<file path="src/rtl/pdl_pkg.sv">
package pdl_pkg;

    // Clearing guard states
    typedef enum logic [1:0] {
        CLR_RUN   = 2'd0,   // normal operation
        CLR_DRAIN = 2'd1,   // disabled, line not yet empty
        CLR_HELD  = 2'd2    // disabled, line empty
    } clr_state_e;

    // Ratio used for the short pulse rule: width * PW_RATIO < delay
    localparam int unsigned PW_RATIO = 5;

endpackage

</file>
<file path="src/rtl/pdl_tap_line.sv">
module pdl_tap_line #(
    parameter int unsigned BASE   = 2,
    parameter int unsigned STEP   = 1,
    parameter int unsigned ADDR_W = 6
) (
    input  logic              clk,
    input  logic              rst_n,
    input  logic              din,
    input  logic [ADDR_W-1:0] addr,
    input  logic              dis,
    output logic              dout,
    output logic              dout_edge
);
    localparam int unsigned N_TAPS = 1 << ADDR_W;
    localparam int unsigned DEPTH  = BASE + (N_TAPS - 1) * STEP;

    logic [DEPTH-1:0]  line_q;
    logic [N_TAPS-1:0] taps;
    logic              dout_nxt;

    // Shift register: bit 0 holds the newest sample
    always_ff @(posedge clk or negedge rst_n) begin
        if (!rst_n) begin
            line_q <= '0;
        end else begin
            line_q <= {line_q[DEPTH-2:0], din};
        end
    end

    // One tap per code; code c gives a total delay of BASE + c*STEP edges
    for (genvar g = 0; g < N_TAPS; g++) begin : g_tap
        assign taps[g] = line_q[BASE - 1 + g * STEP];
    end

    assign dout_nxt  = dis ? 1'b0 : taps[addr];
    assign dout_edge = dout_nxt ^ dout;

    always_ff @(posedge clk or negedge rst_n) begin
        if (!rst_n) begin
            dout <= 1'b0;
        end else begin
            dout <= dout_nxt;
        end
    end

    // a sampled disable leaves the output low after the edge
    a_r3_disable_forces_low: assert property (
        @(posedge clk) disable iff (!rst_n) dis |=> !dout
    );

endmodule

</file>
<file path="src/rtl/pdl_addr_guard.sv">
module pdl_addr_guard #(
    parameter int unsigned STEP   = 1,
    parameter int unsigned ADDR_W = 6
) (
    input  logic              clk,
    input  logic              rst_n,
    input  logic [ADDR_W-1:0] addr,
    input  logic              dout_edge,
    output logic              addr_safe,
    output logic              addr_evt
);
    localparam int unsigned MAXW = ((1 << ADDR_W) - 1) * STEP;
    localparam int unsigned QW   = $clog2(MAXW + 1);

    logic [ADDR_W-1:0] addr_ref_q;
    logic [ADDR_W-1:0] diff;
    logic [QW-1:0]     quiet_q;
    logic [QW-1:0]     need;

    assign diff      = addr - addr_ref_q;
    assign need      = (addr > addr_ref_q) ? QW'(32'(diff) * STEP) : '0;
    assign addr_safe = (quiet_q >= need);
    assign addr_evt  = (addr != addr_ref_q) && !addr_safe;

    always_ff @(posedge clk or negedge rst_n) begin
        if (!rst_n) begin
            addr_ref_q <= '0;
            quiet_q    <= QW'(MAXW);
        end else begin
            addr_ref_q <= addr;
            if (dout_edge) begin
                quiet_q <= '0;
            end else if (quiet_q != QW'(MAXW)) begin
                quiet_q <= quiet_q + 1'b1;
            end
        end
    end

    // right after an output change only a raise of the code is unsafe
    a_r4_edge_blocks_raise: assert property (
        @(posedge clk) disable iff (!rst_n)
        dout_edge |=> (addr_safe == (addr <= addr_ref_q))
    );

endmodule

</file>
<file path="src/rtl/pdl_clear_fsm.sv">
module pdl_clear_fsm
    import pdl_pkg::*;
#(
    parameter int unsigned STEP   = 1,
    parameter int unsigned ADDR_W = 6
) (
    input  logic              clk,
    input  logic              rst_n,
    input  logic              din,
    input  logic              dis,
    input  logic [ADDR_W-1:0] addr,
    output logic              clear_done,
    output logic              early_evt
);
    localparam int unsigned MAXW = ((1 << ADDR_W) - 1) * STEP;
    localparam int unsigned CW   = $clog2(MAXW + 1);

    clr_state_e    state_q, state_d;
    logic [CW-1:0] cnt_q, cnt_d, cnt_inc, need;

    assign need    = (addr == '0) ? CW'(1) : CW'(32'(addr) * STEP);
    assign cnt_inc = (cnt_q == CW'(MAXW)) ? cnt_q : cnt_q + 1'b1;

    // State register
    always_ff @(posedge clk or negedge rst_n) begin
        if (!rst_n) begin
            state_q <= CLR_RUN;
            cnt_q   <= '0;
        end else begin
            state_q <= state_d;
            cnt_q   <= cnt_d;
        end
    end

    // Next state
    always_comb begin
        state_d = state_q;
        cnt_d   = cnt_q;
        unique case (state_q)
            CLR_RUN: begin
                if (dis) begin
                    cnt_d   = din ? '0 : CW'(1);
                    state_d = (cnt_d >= need) ? CLR_HELD : CLR_DRAIN;
                end else begin
                    cnt_d = '0;
                end
            end
            CLR_DRAIN: begin
                if (!dis) begin
                    state_d = CLR_RUN;
                    cnt_d   = '0;
                end else begin
                    cnt_d   = din ? '0 : cnt_inc;
                    state_d = (cnt_d >= need) ? CLR_HELD : CLR_DRAIN;
                end
            end
            CLR_HELD: begin
                if (!dis) begin
                    state_d = CLR_RUN;
                    cnt_d   = '0;
                end else if (din) begin
                    state_d = CLR_DRAIN;
                    cnt_d   = '0;
                end
            end
            default: begin
                state_d = CLR_RUN;
                cnt_d   = '0;
            end
        endcase
    end

    // Outputs
    always_comb begin
        clear_done = (state_q != CLR_DRAIN);
        early_evt  = (state_q == CLR_DRAIN) && !dis;
    end

    // clear_done can only drop after a sampled disable
    a_r5_drop_needs_disable: assert property (
        @(posedge clk) disable iff (!rst_n) $fell(clear_done) |-> $past(dis)
    );

    // an emptied line stays clear while the input stays low
    a_r5_held_is_sticky: assert property (
        @(posedge clk) disable iff (!rst_n)
        (state_q == CLR_HELD && dis && !din) |=> clear_done
    );

endmodule

</file>
<file path="src/rtl/pdl_pulse_check.sv">
module pdl_pulse_check
    import pdl_pkg::*;
#(
    parameter int unsigned BASE   = 2,
    parameter int unsigned STEP   = 1,
    parameter int unsigned ADDR_W = 6
) (
    input  logic              clk,
    input  logic              rst_n,
    input  logic              din,
    input  logic [ADDR_W-1:0] addr,
    output logic              short_evt
);
    localparam int unsigned DEPTH = BASE + ((1 << ADDR_W) - 1) * STEP;
    localparam int unsigned HW    = $clog2(DEPTH + 1);

    logic          din_q;
    logic [HW-1:0] hcnt_q;
    logic [31:0]   span;
    logic [31:0]   width_scaled;

    assign span         = BASE + 32'(addr) * STEP;
    assign width_scaled = 32'(hcnt_q) * PW_RATIO;
    assign short_evt    = din_q && !din && (width_scaled < span);

    always_ff @(posedge clk or negedge rst_n) begin
        if (!rst_n) begin
            din_q  <= 1'b0;
            hcnt_q <= '0;
        end else begin
            din_q <= din;
            if (!din) begin
                hcnt_q <= '0;
            end else if (hcnt_q != HW'(DEPTH)) begin
                hcnt_q <= hcnt_q + 1'b1;
            end
        end
    end

endmodule

</file>
<file path="src/rtl/prog_delay_line.sv">
module prog_delay_line #(
    parameter int unsigned BASE   = 2,
    parameter int unsigned STEP   = 1,
    parameter int unsigned ADDR_W = 6
) (
    input  logic              clk,
    input  logic              rst_n,
    input  logic              din,
    input  logic [ADDR_W-1:0] addr,
    input  logic              dis,
    output logic              dout,
    output logic              addr_safe,
    output logic              clear_done,
    output logic              violation
);
    logic dout_edge;
    logic addr_evt;
    logic early_evt;
    logic short_evt;

    pdl_tap_line #(.BASE(BASE), .STEP(STEP), .ADDR_W(ADDR_W)) u_line (
        .clk       (clk),
        .rst_n     (rst_n),
        .din       (din),
        .addr      (addr),
        .dis       (dis),
        .dout      (dout),
        .dout_edge (dout_edge)
    );

    pdl_addr_guard #(.STEP(STEP), .ADDR_W(ADDR_W)) u_addr (
        .clk       (clk),
        .rst_n     (rst_n),
        .addr      (addr),
        .dout_edge (dout_edge),
        .addr_safe (addr_safe),
        .addr_evt  (addr_evt)
    );

    pdl_clear_fsm #(.STEP(STEP), .ADDR_W(ADDR_W)) u_clear (
        .clk        (clk),
        .rst_n      (rst_n),
        .din        (din),
        .dis        (dis),
        .addr       (addr),
        .clear_done (clear_done),
        .early_evt  (early_evt)
    );

    pdl_pulse_check #(.BASE(BASE), .STEP(STEP), .ADDR_W(ADDR_W)) u_pulse (
        .clk       (clk),
        .rst_n     (rst_n),
        .din       (din),
        .addr      (addr),
        .short_evt (short_evt)
    );

    always_ff @(posedge clk or negedge rst_n) begin
        if (!rst_n) begin
            violation <= 1'b0;
        end else begin
            violation <= addr_evt | early_evt | short_evt;
        end
    end

    // a sampled unsafe code always raises the flag
    a_r6_unsafe_code_flagged: assert property (
        @(posedge clk) disable iff (!rst_n) !addr_safe |=> violation
    );

    // releasing the disable before the line is clear raises the flag
    a_r7_early_release_flagged: assert property (
        @(posedge clk) disable iff (!rst_n) (!clear_done && !dis) |=> violation
    );

endmodule

</file>
<file path="config.mk">
export PLATFORM = sky130hd
export DESIGN_NAME = prog_delay_line
export DESIGN_NICKNAME = d
export VERILOG_FILES = /design/src/rtl/pdl_pkg.sv /design/src/rtl/pdl_tap_line.sv /design/src/rtl/pdl_addr_guard.sv /design/src/rtl/pdl_clear_fsm.sv /design/src/rtl/pdl_pulse_check.sv /design/src/rtl/prog_delay_line.sv
export SDC_FILE = /design/constraint.sdc
export NUM_CORES = 1
export LEC_CHECK = 0
export BUFFER_PORTS_ARGS = -buffer_cell sky130_fd_sc_hd__buf_2
export CORE_ASPECT_RATIO = 1.5
export CORE_MARGIN = 2
export CORE_UTILIZATION = 40
export DETAILED_ROUTE_END_ITERATION = 16
export SLEW_MARGIN = 40
export SYNTH_ARGS = -nofsm -noshare
export SYNTH_HDL_FRONTEND = slang
export SYNTH_SLANG_ARGS = --single-unit
export TNS_END_PERCENT = 1
</file>
<file path="constraint.sdc">
create_clock -name clk -period 7.6 [get_ports clk]
set_input_delay 0.76 -clock clk [delete_from_list [all_inputs] [get_ports clk]]
set_output_delay 0.76 -clock clk [all_outputs]
set_load 0.02 [all_outputs]
</file>
==> impl_metrics.env <==
export IMPL_worstMarginPinSlew_ns=0.589
export IMPL_cp_slowest_cell="buf_2"
export IMPL_synthFlopType="dfrtp_1"
export IMPL_cts_clk_slew_worst_paths_ns=0.07
export IMPL_gr_total_overflow=0
export IMPL_crit_path_start_kind="primary input"
export IMPL_grt_pass1_wl_um=14500
export IMPL_timing_rr_end="violation"
export IMPL_drtPass1Iterations=4
export IMPL_num_vias=2729
export IMPL_vdd_drop_max_mv=0.106
export IMPL_cp_cell_sequence="buf_2 > inv_1 > ha_1 > inv_2 > fa_1 > a21o_1 > a21oi_1 > nor2b_1 > o21ai_1 > a21oi_1 > nand2_1 > ha_1 > a21o_1 > a21o_1 > a21oi_1 > o21ai_1 > buf_2"
export IMPL_power_uw=1160
export IMPL_wl_per_cell_um=16.4
export IMPL_clkSinkCount=94
export IMPL_drive_gt1_share_pct=14.2
export IMPL_fp_row_count=47
export IMPL_cts_inserted_buffers=9
export IMPL_period_needed_ns=4.52
export IMPL_fmax_ghz=0.221
export IMPL_syn_to_final_growth_pct=10.1
export IMPL_stdcell_area_um2=5050
export IMPL_synth_warnings=0
export IMPL_yosys_area_top_type="dfrtp_1"
export IMPL_antennaDiodeCount=0
export IMPL_cts_hold_buf=0
export IMPL_reg2reg_from="u_addr.addr_ref_q[0]"
export IMPL_clock_latency_ns=0.34
export IMPL_reg2regPathDepth=15
export IMPL_slowest_delay_ns=0.47
export IMPL_async_flop_share_pct=100
export IMPL_period_share_pct=59.5
export IMPL_remaining_drc_errors=0
export IMPL_worstPathArrival_ns=3.76
export IMPL_dpl_cell_area_um2=4760
export IMPL_setup_tns_ns=0
export IMPL_synthesis_area_um2=4580
export IMPL_nNetsFinal=419
export IMPL_synthDominantCellAreaShare_pct=48.0
export IMPL_synthCells=351
export IMPL_crit_required_ns=6.84
export IMPL_drt_wl_total_um=8540
export IMPL_slew_violations=0
export IMPL_die_height_um=135
export IMPL_grt_max_degree=65
export IMPL_ant_nets=0
export IMPL_die_area_um2=12400
export IMPL_ys_top_cells_by_count="88 x dfrtp_1, 40 x ha_1, 18 x inv_1"
export IMPL_postCtsSetupBuffers=0
export IMPL_min_path_type="primary input to asynchronous set/reset pin"
export IMPL_cts_root_buf="clkbuf_16"
export IMPL_syn_avg_cell_area_um2=13.1
export IMPL_end_kind="output port"
export IMPL_synth_edff_count=0
export IMPL_grt_pass1_vias=2840
export IMPL_cts_resized=0
export IMPL_first_iter_violations=126
export IMPL_power_density_nw_per_um2=229
export IMPL_initial_core_util_pct=41.2
export IMPL_syn_nets=403
export IMPL_seq_area_frac_synth_pct=51.5
export IMPL_coreArea_um2=11100
export IMPL_setup_violations_final=0
export IMPL_rsz0062_at_grt="false"
export IMPL_synth_seq_cells=94
export IMPL_h_tree_depth=3
export IMPL_synth_distinct_cells=49
export IMPL_hpwlAfterDp_um=5960
export IMPL_synth_most_common_cell="dfrtp_1"
export IMPL_drv_cap=0
export IMPL_cts_buffer_depth=2
export IMPL_outcome="finished clean"
export IMPL_die_w_um=91.4
export IMPL_synth_area_leaders="dfrtp_1 48%, ha_1 11%, mux4_2 4.9%, dfstp_2 3.4%, mux4_1 3.4%"
export IMPL_fin_skew_ns=0.00914
export IMPL_cp_max_fo=19
export IMPL_port_buffers=13
export IMPL_pin_count=14
export IMPL_gp_congestion=0.741
export IMPL_antenna_found_initial=0
export IMPL_leakagePower_uw=0.00238
export IMPL_cts_tree="done"
export IMPL_slew_headroom_pct=60.6
export IMPL_crit_type="primary input to output port"
export IMPL_hold_viol=0
export IMPL_r2r_setup_slack_ns=4.70
export IMPL_grt_total_usage_pct=15.2
export IMPL_viasPerCell=5.26
==> layer usage <==
| metal | vias up | GRT usage, % | wire (um) | part of all wire, % |
|---|---|---|---|---|
| li1 | 1306 | - | - | - |
| met5 | - | 0 | 0 | 0 |
| met2 | 32 | 25.2 | 4310 | 50 |
| met4 | 0 | 5.56 | 135 | 1.6 |
| met1 | 1380 | 20.1 | 3890 | 46 |
| met3 | 11 | 2.68 | 202 | 2.4 |
==> layout by cell type, fill, tap and decap left out, types with 3 or more instances in the layout <==
master | netlist | final
and3_1 | 4 | 4
mux2i_1 | 8 | 8
buf_2 | 2 | 12
dfrtp_1 | 88 | 88
mux4_2 | 10 | 10
nand2_1 | 16 | 16
o21ai_1 | 6 | 6
a22oi_1 | 5 | 5
nor3_1 | 3 | 3
mux4_1 | 6 | 6
a211oi_1 | 3 | 3
o21ai_0 | 3 | 3
o21a_1 | 3 | 3
inv_1 | 18 | 18
a31oi_1 | 4 | 4
and2_1 | 3 | 3
nor2_1 | 14 | 14
nand3b_1 | 5 | 5
xor2_1 | 5 | 5
nor2b_1 | 10 | 10
a21oi_1 | 14 | 14
a21o_1 | 12 | 12
ha_1 | 40 | 40
nand3_1 | 11 | 11
nand2b_1 | 6 | 6
clkbuf_16 | 0 | 9
dfstp_2 | 6 | 6
xnor2_1 | 13 | 13
==> critical path, delay by kind of cell <==
family | cells | cell delay, ns
compound gates | 8 | 1.20
fa+ha+maj | 3 | 0.73
buf+inv | 4 | 0.84
simple gates | 2 | 0.23
==> registers in the layout, summed over array words and instances, names as in the netlist <==
name and count:
u_line.line_q 65, u_line.dout 1, u_pulse.hcnt_q 7, u_addr.addr_ref_q 6, u_addr.quiet_q 6, u_clear.state_q 2, violation 1, u_clear.cnt_q 6
==> cells by family after synthesis <==
logic type | synth area share (%)
buffers and inverters | 3.85
DFF | 51.5
xor gates and xnor gates | 3.79
and+or+nand+nor | 9.69
AOI/OAI and AO/OA | 9.31
muxes | 10.1
adders and majority gates | 11.8
==> worst max path at each step <==
stage / startpoint / to / slack, ns / depth (start not counted)
after floorplan: addr[0] / addr_safe / 3.52 / 17
after global placement: addr[0] / addr_safe / 3.19 / 17
after detailed placement: addr[0] / addr_safe / 3.05 / 17
after CTS: addr[0] / addr_safe / 3.05 / 17
after global routing: addr[0] / addr_safe / 2.76 / 17
final: addr[0] / addr_safe / 3.08 / 17
==> where the power goes <==
part           switching [uW]  leakage (uW)  internal [uW]
Sequential               24.6       0.00115            536
Combinational            92.7       0.00109           74.0
Clock                     186      0.000137            242
Total                     303       0.00238            852
==> per-stage QoR <==
| step | setup slack, ns | hold WS, ns | utilization [%] | cells |
|---|---|---|---|---|
| finish | 3.08 | 0.343 | 45.4 | 519 |
| global route | 2.76 | 0.364 | 45.4 | 519 |
| CTS | 3.05 | 0.341 | 45.4 | 519 |
| detailed placement | 3.05 | 0.354 | 42.8 | 503 |
| global placement | 3.19 | 0.355 | 42.8 | 503 |
| floorplan | 3.52 | 0.346 | - | 351 |
==> area by class of cell <==
class                           instances  area, um^2
Timing Repair Buffer                   14        78.8
Sequential cell                        94        2360
Clock inverter                          3        25.0
Tap cell                              147         184
Multi-Input combinational cell        227        2050
Inverter                               21        92.6
Clock buffer                           13         260
Fill cell                             995        6070
Power figures use the tool's default switching activity.
